$ cat src/rtl/otp_fuse_pkg.sv
package otp_fuse_pkg;

   typedef enum logic [1:0] {
      SQ_IDLE   = 2'd0,
      SQ_PROG   = 2'd1,
      SQ_VERIFY = 2'd2,
      SQ_DONE   = 2'd3
   } seq_state_t;

   // Bits the target wants at 1 that are already blown
   function automatic logic any_unblowable(input logic [63:0] target, input logic [63:0] current);
      return |(target & ~current);
   endfunction

endpackage

$ cat src/rtl/otp_cell_array.sv
module otp_cell_array #(
   parameter int ADDR_W = 3,
   parameter int DATA_W = 4
) (
   input  logic                         clk,
   input  logic                         rst_n,
   input  logic                         clear_all,
   input  logic                         wr_en,
   input  logic [ADDR_W-1:0]            wr_addr,
   input  logic [DATA_W-1:0]            wr_keep,
   input  logic [ADDR_W-1:0]            rd_addr,
   output logic [DATA_W-1:0]            rd_data,
   output logic [(DATA_W<<ADDR_W)-1:0]  cells_flat
);
   localparam int DEPTH = 1 << ADDR_W;

   logic [DATA_W-1:0] word_view [DEPTH];

   for (genvar i = 0; i < DEPTH; i++) begin : g_word
      logic [DATA_W-1:0] q;
      // Contents have no reset: only clear_all restores ones
      always_ff @(posedge clk) begin
         if (clear_all)
            q <= '1;
         else if (wr_en && (wr_addr == ADDR_W'(i)))
            q <= q & wr_keep;
      end
      assign word_view[i] = q;
      assign cells_flat[i*DATA_W +: DATA_W] = q;
   end

   // Registered read: samples the word before this edge's update
   always_ff @(posedge clk or negedge rst_n) begin
      if (!rst_n)
         rd_data <= '1;
      else
         rd_data <= word_view[rd_addr];
   end

endmodule

$ cat src/rtl/otp_seq.sv
module otp_seq
   import otp_fuse_pkg::*;
#(
   parameter int ADDR_W = 3,
   parameter int DATA_W = 4
) (
   input  logic              clk,
   input  logic              rst_n,
   input  logic              start,
   input  logic [DATA_W-1:0] target,
   input  logic [DATA_W-1:0] cur_word,
   output logic [ADDR_W-1:0] loc,
   output logic              wr_en,
   output logic              busy,
   output logic              done,
   output logic              conflict,
   output logic              mismatch
);
   seq_state_t        st;
   logic [ADDR_W-1:0] idx;
   logic              cant_set;

   assign cant_set = any_unblowable(64'(target), 64'(cur_word));

   always_ff @(posedge clk or negedge rst_n) begin
      if (!rst_n) begin
         st       <= SQ_IDLE;
         idx      <= '0;
         conflict <= 1'b0;
         mismatch <= 1'b0;
      end else begin
         unique case (st)
            SQ_IDLE: begin
               if (start) begin
                  st       <= SQ_PROG;
                  idx      <= '0;
                  conflict <= 1'b0;
                  mismatch <= 1'b0;
               end
            end
            SQ_PROG: begin
               if (cant_set) conflict <= 1'b1;
               st <= SQ_VERIFY;
            end
            SQ_VERIFY: begin
               if (cur_word != target) mismatch <= 1'b1;
               if (idx == '1) begin
                  st <= SQ_DONE;
               end else begin
                  idx <= idx + 1'b1;
                  st  <= SQ_PROG;
               end
            end
            SQ_DONE: st <= SQ_IDLE;
            default: st <= SQ_IDLE;
         endcase
      end
   end

   assign loc   = idx;
   assign wr_en = (st == SQ_PROG);
   assign busy  = (st == SQ_PROG) || (st == SQ_VERIFY);
   assign done  = (st == SQ_DONE);

endmodule

$ cat src/rtl/otp_fuse_mem.sv
module otp_fuse_mem #(
   parameter int ADDR_W = 3,
   parameter int DATA_W = 4
) (
   input  logic              clk,
   input  logic              rst_n,
   input  logic              factory_clr,
   input  logic [ADDR_W-1:0] rd_addr,
   output logic [DATA_W-1:0] rd_data,
   input  logic              pg_en,
   input  logic [ADDR_W-1:0] pg_addr,
   input  logic [DATA_W-1:0] pg_data,
   input  logic              seq_start,
   output logic [ADDR_W-1:0] img_addr,
   input  logic [DATA_W-1:0] img_data,
   output logic              seq_busy,
   output logic              seq_done,
   output logic              seq_conflict,
   output logic              seq_mismatch
);
   localparam int DEPTH = 1 << ADDR_W;
   localparam int FLAT  = DEPTH * DATA_W;

   if (ADDR_W < 1 || ADDR_W > 10) begin : g_bad_addr_w
      $error("otp_fuse_mem: ADDR_W must lie in 1..10");
   end
   if (DATA_W < 1 || DATA_W > 64) begin : g_bad_data_w
      $error("otp_fuse_mem: DATA_W must lie in 1..64");
   end

   logic [FLAT-1:0]   cells_flat;
   logic [DATA_W-1:0] seq_word;
   logic              seq_wr;
   logic              arr_wr;
   logic [ADDR_W-1:0] arr_addr;
   logic [DATA_W-1:0] arr_keep;

   assign seq_word = cells_flat[img_addr*DATA_W +: DATA_W];

   // Sequencer owns the write path for the whole run
   always_comb begin
      if (seq_busy) begin
         arr_wr   = seq_wr;
         arr_addr = img_addr;
         arr_keep = img_data;
      end else begin
         arr_wr   = pg_en;
         arr_addr = pg_addr;
         arr_keep = pg_data;
      end
   end

   otp_cell_array #(.ADDR_W(ADDR_W), .DATA_W(DATA_W)) u_array (
      .clk        (clk),
      .rst_n      (rst_n),
      .clear_all  (factory_clr),
      .wr_en      (arr_wr),
      .wr_addr    (arr_addr),
      .wr_keep    (arr_keep),
      .rd_addr    (rd_addr),
      .rd_data    (rd_data),
      .cells_flat (cells_flat)
   );

   otp_seq #(.ADDR_W(ADDR_W), .DATA_W(DATA_W)) u_seq (
      .clk      (clk),
      .rst_n    (rst_n),
      .start    (seq_start),
      .target   (img_data),
      .cur_word (seq_word),
      .loc      (img_addr),
      .wr_en    (seq_wr),
      .busy     (seq_busy),
      .done     (seq_done),
      .conflict (seq_conflict),
      .mismatch (seq_mismatch)
   );

endmodule

$ cat config.mk
export PLATFORM = sky130hd
export DESIGN_NAME = otp_fuse_mem
export DESIGN_NICKNAME = d
export VERILOG_FILES = /design/src/rtl/otp_fuse_pkg.sv /design/src/rtl/otp_cell_array.sv /design/src/rtl/otp_seq.sv /design/src/rtl/otp_fuse_mem.sv
export SDC_FILE = /design/constraint.sdc
export NUM_CORES = 1
export LEC_CHECK = 0
export ABC_AREA = 1
export CAP_MARGIN = 20
export CORE_MARGIN = 4
export CORE_UTILIZATION = 35
export DETAILED_ROUTE_END_ITERATION = 7
export GPL_TIMING_DRIVEN = 0
export MAX_ROUTING_LAYER = met4
export PLACE_DENSITY = 0.52
export SYNTH_ARGS = -nofsm -noshare
export SYNTH_HDL_FRONTEND = slang
export SYNTH_SLANG_ARGS = --single-unit
$ cat constraint.sdc
create_clock -name clk -period 3.1 [get_ports clk]
set_input_delay 0.31 -clock clk [delete_from_list [all_inputs] [get_ports clk]]
set_output_delay 0.31 -clock clk [all_outputs]
set_load 0.01 [all_outputs]
======== Yosys cells after proc, flatten, opt, wreduce, memory -nomap -nowiden ========
Index checks and enable logic that the tools add are counted.
Widths: inputs -> output; s select.
cells by class
  bitwise gates (word level) .............. 11
  shift-type cells ........................ 1
  order comparisons ....................... 1
  muxes and demuxes ....................... 17
  add/sub/neg operators ................... 1
  reductions and logical operators ........ 17
  equality and inequality tests ........... 16
operators with widths
  kind                number
  $and 4x64->64       1
  $not 4->64          1
  $reduce_or 64->1    1
  $and 4x4->4         8
  $shiftx 32x6->4     1
  $eq 3x3->1 const B  5
  $bmux 4 s3          1
  $mux 4              3
  $mux 3              3
  $reduce_and 3->1    3
  $logic_and 1x1->1   8
  $pmux 2 s4          1
  $eq 3x2->1 const B  2
  $pmux 3 s2          1
  $eq 2x2->1 const B  2
  $ge 4x4->1 const B  1
  $mux 1              4
  $mux 2              2
  $ne 2x1->1 const B  2
  $ne 2x2->1 const B  2
  $ne 4x4->1          1
  $not 3->4           1
  $pmux 1 s2          2
  $reduce_bool 2->1   2
  6 further kinds     6
storage, ports and cells
  input port bits ......................... 19
  logic and storage cells ................. 77
  flip-flop bits (word level) ............. 43
  output and inout bits ................... 11

======== Logic depth before layout (Yosys ltp) ========
Gate-level depths: netlist of the first run.
  depth in word-level cells ............... 6
  mapped depth ............................ 12
  depth with buffers taken out ............ 10

======== Modules after synthesis ========
From an unflattened synthesis of the first run, not the netlist that was laid out.
unflattened totals
  cell total of the unflattened synthesis .. 413
  area total of the unflattened synthesis .. 2638.8 µm²
modules (own cells, without submodules)
  module          area an instance (µm²)  sequential area each (µm²)  cells an instance  times used
  otp_cell_array  1591.5                  745.7                       230                1
  otp_fuse_mem    531.8                   0.0                         119                1
  otp_seq         515.5                   175.2                       64                 1

======== Least setup slack after synthesis of the first run ========
Ideal clock, no wire load.
  path type ............................... register -> register
  from .................................... register u_seq.idx[0], in the netlist u_seq.loc[0]
  to ...................................... register u_seq.mismatch
  setup slack ............................. 1.315 ns
  period minus slack after synthesis ...... 1.785 ns
  library setup time ...................... 0.127 ns
  required time ........................... 2.973 ns
  cell stages (with the launch flop) ...... 12
  arrival ................................. 1.657 ns
  buffers on the path ..................... 2
  cells stage by stage .................... dfrtp_1 buf_4 inv_2 buf_2 a21oi_1 o21ai_0 nand3_1 nand2_1 ha_1 nand2_1 o21ai_0 o21ai_0
between the ends
  cells in the longest elaborated chain, start to end .. 4
ends and longest elaborated chain
  element                     line                RTL
  start, declared             otp_seq.sv:20       logic [ADDR_W-1:0] idx;
  start signal, assigned      otp_seq.sv:50       idx <= idx + 1'b1;
  $shiftx 32x6->4             otp_fuse_mem.sv:38  assign seq_word = cells_flat[img_addr*DATA_W +: DATA_W];
  $ne 4x4->1                  otp_seq.sv:46       if (cur_word != target) mismatch <= 1'b1;
  $ne 2x1->1 (no line)        -
  $reduce_and 3->1 (no line)  -
  end signal, assigned        otp_seq.sv:30       mismatch <= 1'b0;
  end signal, assigned        otp_seq.sv:38       mismatch <= 1'b0;
  end signal, assigned        otp_seq.sv:46
  end, declared               otp_seq.sv:17       output logic mismatch
Every way passes these cells.
A chain may end at the register's enable or synchronous reset.

======== Final worst setup path of the first run ========
Same ends and word-level chain as after synthesis.

==> metrics.txt, run 1 <==
Initial DRC Count around 300; sequential cell area roughly 920 um^2; antenna cells 0; Worst-path clk slew roughly 90 ps; Post-synth EDFFs 0; crit path DAT approximately 2300 ps; Port Buffers 28; Syn Nets approximately 450; CTS tree done; sw frac a little over half; adder-cell share of the synthesized area between 4 and 5%; footprint of the multi-input gates 1560 um^2; drt total wl 8.24 mm; largest net degree at the start of global routing 14; Static Leakage ~1.8 nW; fillers about 840; share of the synthesized area in the top cell type 22.9%; Slew @ Worst Pin about 500 ps; Final TNS setup 0 ps; Area contributors post-synth dfxtp_1 23%, nand3_1 13%, nand2_1 13%, inv_1 7.4%, dfrtp_1 6.3%; commonest non-fill, non-tap cells in the layout 95 x nand2_1, 73 x nand3_1, 55 x inv_1; CTS Hold Buffers Added 0; Post-Synth XOR/XNOR Area 0%; non-filler cells in the finished layout roughly 560; width of the die between 90 and 100 um; Worst Path Required 3290 ps; outcome completed; most used cell, CP o21ai_0; Worst Setup End Kind flip-flop; share of cells above drive strength 1 roughly a tenth; Overflow after GRT 0; CTS resizes 0; Final ANT Viol Nets 0; CTS HTree Levels 2; setup bufs post-CTS 0; Max-Cap Viols 0; post-route design area between 3000 and 4000 um^2; Synth Flop Type dfxtp_1; final critical-path setup slack just over 1000 ps; RSZ-0062 raised after global routing false; crit path max fanout 10; core area between 7000 and 8000 um^2; IO Pins 30; Final min period around 2100 ps; Die Ht 97.4 um; Post-Synth Simple-Gate Area approximately 37%; clock sink total 43; clk root buf clkbuf_8; P_int 0.00181 W; Initial Util between 30% and 40%; Hold Vio Cnt, Final 0; P_sw 0.00208 W; critical path cell sequence buf_4, inv_2, buf_2, o21ai_0, nand3_1, nand2_1, ha_1, nand3_1, o21ai_0, o21ai_0; CP startpoint kind flip-flop; sequential area share after synthesis 32.9%; wire length per cell about 15 um; final setup fails 0; clock power share under 10%; Die ar. around 9500 um^2; post-synthesis mux area share less than 1%; Num CTS Buffers 5; Max VDD drop 0.501 mV; Max transition margin between 60% and 70%; Worst-Skew Late Latency around 310 ps; vias in the first global route roughly 2500; Yosys cell types 26; Design Power roughly 0.004 W; Via-to-Cell Ratio 4.96; DR pass1 iterations 4; fin. max-slew vios 0; cell family with most CP delay buffers and inverters; Sequential Power Share between 20% and 30%; clock buffer depth 2; fin nets about 490; crit path buf inv count 3; drt drc 0; Tot GR Track Use between 10% and 20%; fmax approximately 0.48 GHz; HP Class input port to async pin; Site Rows 32; Post-synth ARST share 25.6%; clk_skew roughly 4.3 ps; first-pass GRT wire length around 13 mm; Comb power frac between 60% and 70%; placed insts 554; Netlist Area Pre-Place approximately 2800 um^2; commonest non-fill, non-tap cell in the layout nand2_1; Max stage delay on crit path 420 ps; initial antenna violation count 0; largest family of logic cells by synthesized area simple AND/OR/NAND/NOR gates; DP Area around 3200 um^2; pwr dens roughly 1200 nW/um^2; area leader, netlist dfxtp_1; gate count after technology mapping 424; Syn. warnings 0; area delta synth->final 17.6%; Seq cells post-synth 43; mean post-synth cell area 6.60 um^2; routed vias approximately 2800; post-synthesis compound-gate area fraction a little over an eighth; crit path kind flip-flop to flip-flop; crit share post-route 67.2%; pre-CTS WS approximately 1000 ps; GPL Wtd Cong ~0.89; slowest CP cell dfrtp_1; dpl hpwl between 6 and 7 mm
[sequential cells by signal, indices dropped and copies added, names as in the netlist]
signal,cells
u_seq.mismatch,1
u_seq.conflict,1
u_array.rd_data,4
u_seq.st,2
u_seq.loc,3
u_array.g_word.q,32
[through the flow]
stage	hold WS, ps	utilization [%]
floorplan	14.4	-
global placement	440	41.3
detailed placement	442	41.3
CTS	327	42.4
global route	357	42.4
finish	307	42.4
[synthesized netlist by cell type, types with 7 or more instances]
cell,n
dfrtp_1,7
clkbuf_1,7
nand2_1,95
dfxtp_1,32
inv_1,55
nand2_2,13
nor2_1,33
o21ai_0,34
nand3_1,73
a21oi_1,29
ha_1,11
[worst paths after layout]
| path | start | end | slack (ps) | depth (start not counted) |
|---|---|---|---|---|
| max | u_seq.loc[0] | u_seq.mismatch | 1020 | 10 |
| min | rst_n | u_seq.st[0] | 310 | 1 |
| max reg2reg | u_seq.loc[0] | u_seq.mismatch | 1020 | 10 |
| min reg2reg | u_array.g_word[5].q[3] | u_array.g_word[5].q[3] | 460 | 2 |
| max in group asynchronous | rst_n | u_array.rd_data[1] | 2460 | 1 |
| min in group clk | u_array.g_word[5].q[3] | u_array.g_word[5].q[3] | 460 | 2 |
[final cells by class]
class                   count  share of cell area, %
multi-input cells         305                   47.3
repair buffers             28                   8.52
well taps                 102                   3.88
flip-flops and latches     43                   28.0
plain buffers              17                   3.00
inverters                  59                   6.73
clock inverters             2                  0.342
clock buffers               6                   2.21
[cell families (layout without fill, tap and decap cells)]
| family | count (synthesis) | after routing |
|---|---|---|
| DFF | 43 | 43 |
| and+or+nand+nor | 222 | 222 |
| buffers and inverters | 76 | 112 |
| muxes | 1 | 1 |
| AOI/OAI and AO/OA | 71 | 71 |
| adders and majority gates | 11 | 11 |
[routing by layer]
layer	global-route usage [%]	part of all wire, %	vias to the layer above
li1	-	-	1439
met1	24.6	49	1265
met2	28.0	45	73
met3	3.02	5.3	9
met4	3.41	0.87	0
met5	-	0	-
[power by group through the flow]
| stage | logic, W | registers (W) | clock network, W |
|---|---|---|---|
| after floorplan | 0.00190 | 0.000902 | 0 |
| after global placement | 0.00257 | 0.000925 | 0 |
| after detailed placement | 0.00260 | 0.000928 | 0 |
| after CTS | 0.00261 | 0.000916 | 0.000380 |
| after global routing | 0.00293 | 0.000944 | 0.000400 |
| final | 0.00260 | 0.000917 | 0.000371 |
(Power assumes the default switching activity.)
==> inputs of run 2 (changes only) <==
--- a/config.mk
+++ b/config.mk
@@ -12,7 +12,7 @@
 export DETAILED_ROUTE_END_ITERATION = 7
 export GPL_TIMING_DRIVEN = 0
 export MAX_ROUTING_LAYER = met4
-export PLACE_DENSITY = 0.52
+export PLACE_DENSITY = 0.54
 export SYNTH_ARGS = -nofsm -noshare
 export SYNTH_HDL_FRONTEND = slang
 export SYNTH_SLANG_ARGS = --single-unit
==> constraint.sdc (replaced) <==
create_clock -name clk -period 1.9 [get_ports clk]
set_input_delay 0.19 -clock clk [delete_from_list [all_inputs] [get_ports clk]]
set_output_delay 0.19 -clock clk [all_outputs]
set_load 0.01 [all_outputs]
==> run 2 against run 1 <==
  * Worst setup slack worse by 930 ps
  * Maximum frequency is 15% higher
  * Sequential share of layout area is 1.7 points lower
  * Sequential cell count stayed put
  * Clock power is 60% higher
  * Core utilization is 2.7 points higher
  * Via count is 5.3% higher
  * Critical path type unchanged
  * Critical endpoint unchanged
  * Largest cell class unchanged
==> metrics.txt, run 2 (same netlist as run 1, synthesis figures left out) <==
outcome completed (unchanged); share of cells above drive strength 1 14.7% (was 9.57%); Max VDD drop 0.827 mV (was 0.501 mV); Worst-Skew Late Latency 300 ps (was 310 ps); pwr dens 1990 nW/um^2 (was 1180 nW/um^2); fin. max-slew vios 0 (unchanged); final critical-path setup slack 85.5 ps (was 1020 ps); max reg flops 32 (unchanged); drt drc 0 (unchanged); antenna cells 0 (unchanged); Slew @ Worst Pin 485 ps (was 496 ps); crit path kind flip-flop to flip-flop (unchanged); non-filler cells in the finished layout 577 (was 562); Worst Path Required 2090 ps (was 3290 ps); CP startpoint kind flip-flop (unchanged); core area 7770 um^2 (unchanged); hold_ws 199 ps (was 307 ps); Via-to-Cell Ratio 5.08 (was 4.96); initial antenna violation count 0 (unchanged); wire length per cell 14.3 um (was 14.7 um); Final TNS setup 0 ps (unchanged); cell family with most CP delay compound AO/OA/AOI/OAI gates (was buffers and inverters); Static Leakage 1.93 nW (was 1.83 nW); largest net degree at the start of global routing 14 (unchanged); Util after Layout 45.0% (was 42.4%); crit path DAT 2010 ps (was 2280 ps); Final ANT Viol Nets 0 (unchanged); Hold Vio Cnt, Final 0 (unchanged); Worst-path clk slew 80 ps (was 90 ps); commonest non-fill, non-tap cell in the layout nand2_1 (unchanged); CTS tree done (unchanged); Initial Util 36.0% (unchanged); Final min period 1810 ps (was 2080 ps); Tot GR Track Use 17.5% (was 17.9%); width of the die 97.4 um (unchanged); placed insts 554 (unchanged); fin nets 504 (was 489); pre-CTS WS -131 ps (was 1050 ps); commonest non-fill, non-tap cells in the layout 92 x nand2_1, 72 x nand3_1, 55 x inv_1 (was 95 x nand2_1, 73 x nand3_1, 55 x inv_1); Die ar. 9490 um^2 (unchanged); first-pass GRT wire length 13.2 mm (was 13.3 mm); dpl hpwl 6.10 mm (was 6.27 mm); Site Rows 32 (unchanged); vias in the first global route 2602 (was 2546); crit share post-route 95.5% (was 67.2%); area delta synth->final 24.9% (was 17.6%); fmax 0.551 GHz (was 0.480 GHz); Die Ht 97.4 um (unchanged); Largest Register u_array.g_word.q (unchanged); crit path buf inv count 3 (unchanged); critical path cell sequence buf_6, inv_6, buf_8, a21oi_1, o21ai_1, nand3_1, nand2_1, ha_1, nand2_1, o21ai_2, o21ai_0 (was buf_4, inv_2, buf_2, o21ai_0, nand3_1, nand2_1, ha_1, nand3_1, o21ai_0, o21ai_0); CTS HTree Levels 2 (unchanged); slowest CP cell dfrtp_1 (unchanged); Initial DRC Count 272 (was 304); HP Class input port to async pin (unchanged); clock buffer depth 2 (unchanged); Worst Setup End Kind flip-flop (unchanged); IO Pins 30 (unchanged); clock sink total 43 (unchanged); GPL Wtd Cong 0.879 (was 0.890); drt total wl 8.25 mm (was 8.24 mm); Max stage delay on crit path 390 ps (was 420 ps); clk root buf clkbuf_8 (unchanged); Max transition margin 67.7% (was 67.0%); Port Buffers 28 (unchanged); DR pass1 iterations 5 (was 4); crit path max fanout 10 (unchanged); Max-Cap Viols 0 (unchanged); routed vias 2933 (was 2786); final setup fails 0 (unchanged); clk_skew 5.03 ps (was 4.28 ps); most used cell, CP nand2_1 (was o21ai_0); Num CTS Buffers 5 (unchanged); Overflow after GRT 0 (unchanged)
-- run 2: cell count changes in the layout (fill, tap and decap cells not counted), sizes merged --
cell           before  now
buf                10   26
clkbuf             13   12
clkdlybuf4s50      28   27
dlygate4sd2         0    1
-- run 2: worst register-to-register path, delay by kind of cell (launching register included) --
family	cells	cell delay (ps)
simple gates	3	230
compound gates	4	430
flops	1	390
buf+inv	3	360
fa+ha+maj	1	290
-- run 2: per-layer routing --
metal	GRT usage (%)	share of wire, %	vias up	routed length, um
met1	23.9	47	1365	3910
met5	-	0	-	0
met2	27.1	46	88	3770
li1	-	-	1471	-
met3	3.30	5.5	9	455
met4	3.94	1.4	0	114
-- run 2: power breakdown --
group | switching (W) | internal [W]
Clock | 0.000335 | 0.000259
Sequential | 0.000228 | 0.00126
Combinational | 0.00302 | 0.00184
-- run 2: per-stage QoR --
step,total power [W],area (um^2)
finish,0.00694,3500
global route,0.00757,3500
CTS,0.00644,3330
detailed placement,0.00573,3210
global placement,0.00569,3210
floorplan,0.00457,2800
-- run 2: final timing paths --
| kind | slack (ps) | to | cells after the start | startpoint |
|---|---|---|---|---|
| worst max-delay path | 90 | u_seq.mismatch | 11 | u_seq.loc[0] |
| worst min-delay path | 200 | u_seq.loc[2] | 1 | rst_n |
| worst max register to register | 90 | u_seq.mismatch | 11 | u_seq.loc[0] |
| worst min register to register | 460 | u_array.g_word[2].q[0] | 2 | u_array.g_word[2].q[0] |
| max in group asynchronous | 1360 | u_array.rd_data[0] | 1 | rst_n |
| min in group clk | 460 | u_array.g_word[2].q[0] | 2 | u_array.g_word[2].q[0] |
-- run 2: cell type report --
| type | instances | area [um^2] |
|---|---|---|
| Sequential cell | 43 | 921 |
| Clock buffer | 6 | 72.6 |
| Inverter | 59 | 226 |
| Clock inverter | 2 | 11.3 |
| Buffer | 17 | 134 |
| Timing Repair Buffer | 43 | 392 |
| Fill cell | 810 | 4270 |
| Multi-Input combinational cell | 305 | 1610 |
| Tap cell | 102 | 128 |
-- run 2: repair_timing --
action	4_1_cts	5_1_grt
gates resized for setup	10	27
setup buffers	2	13
hold buffers	0	0
pin swaps	1	6
endpoints found under the setup margin	23	34
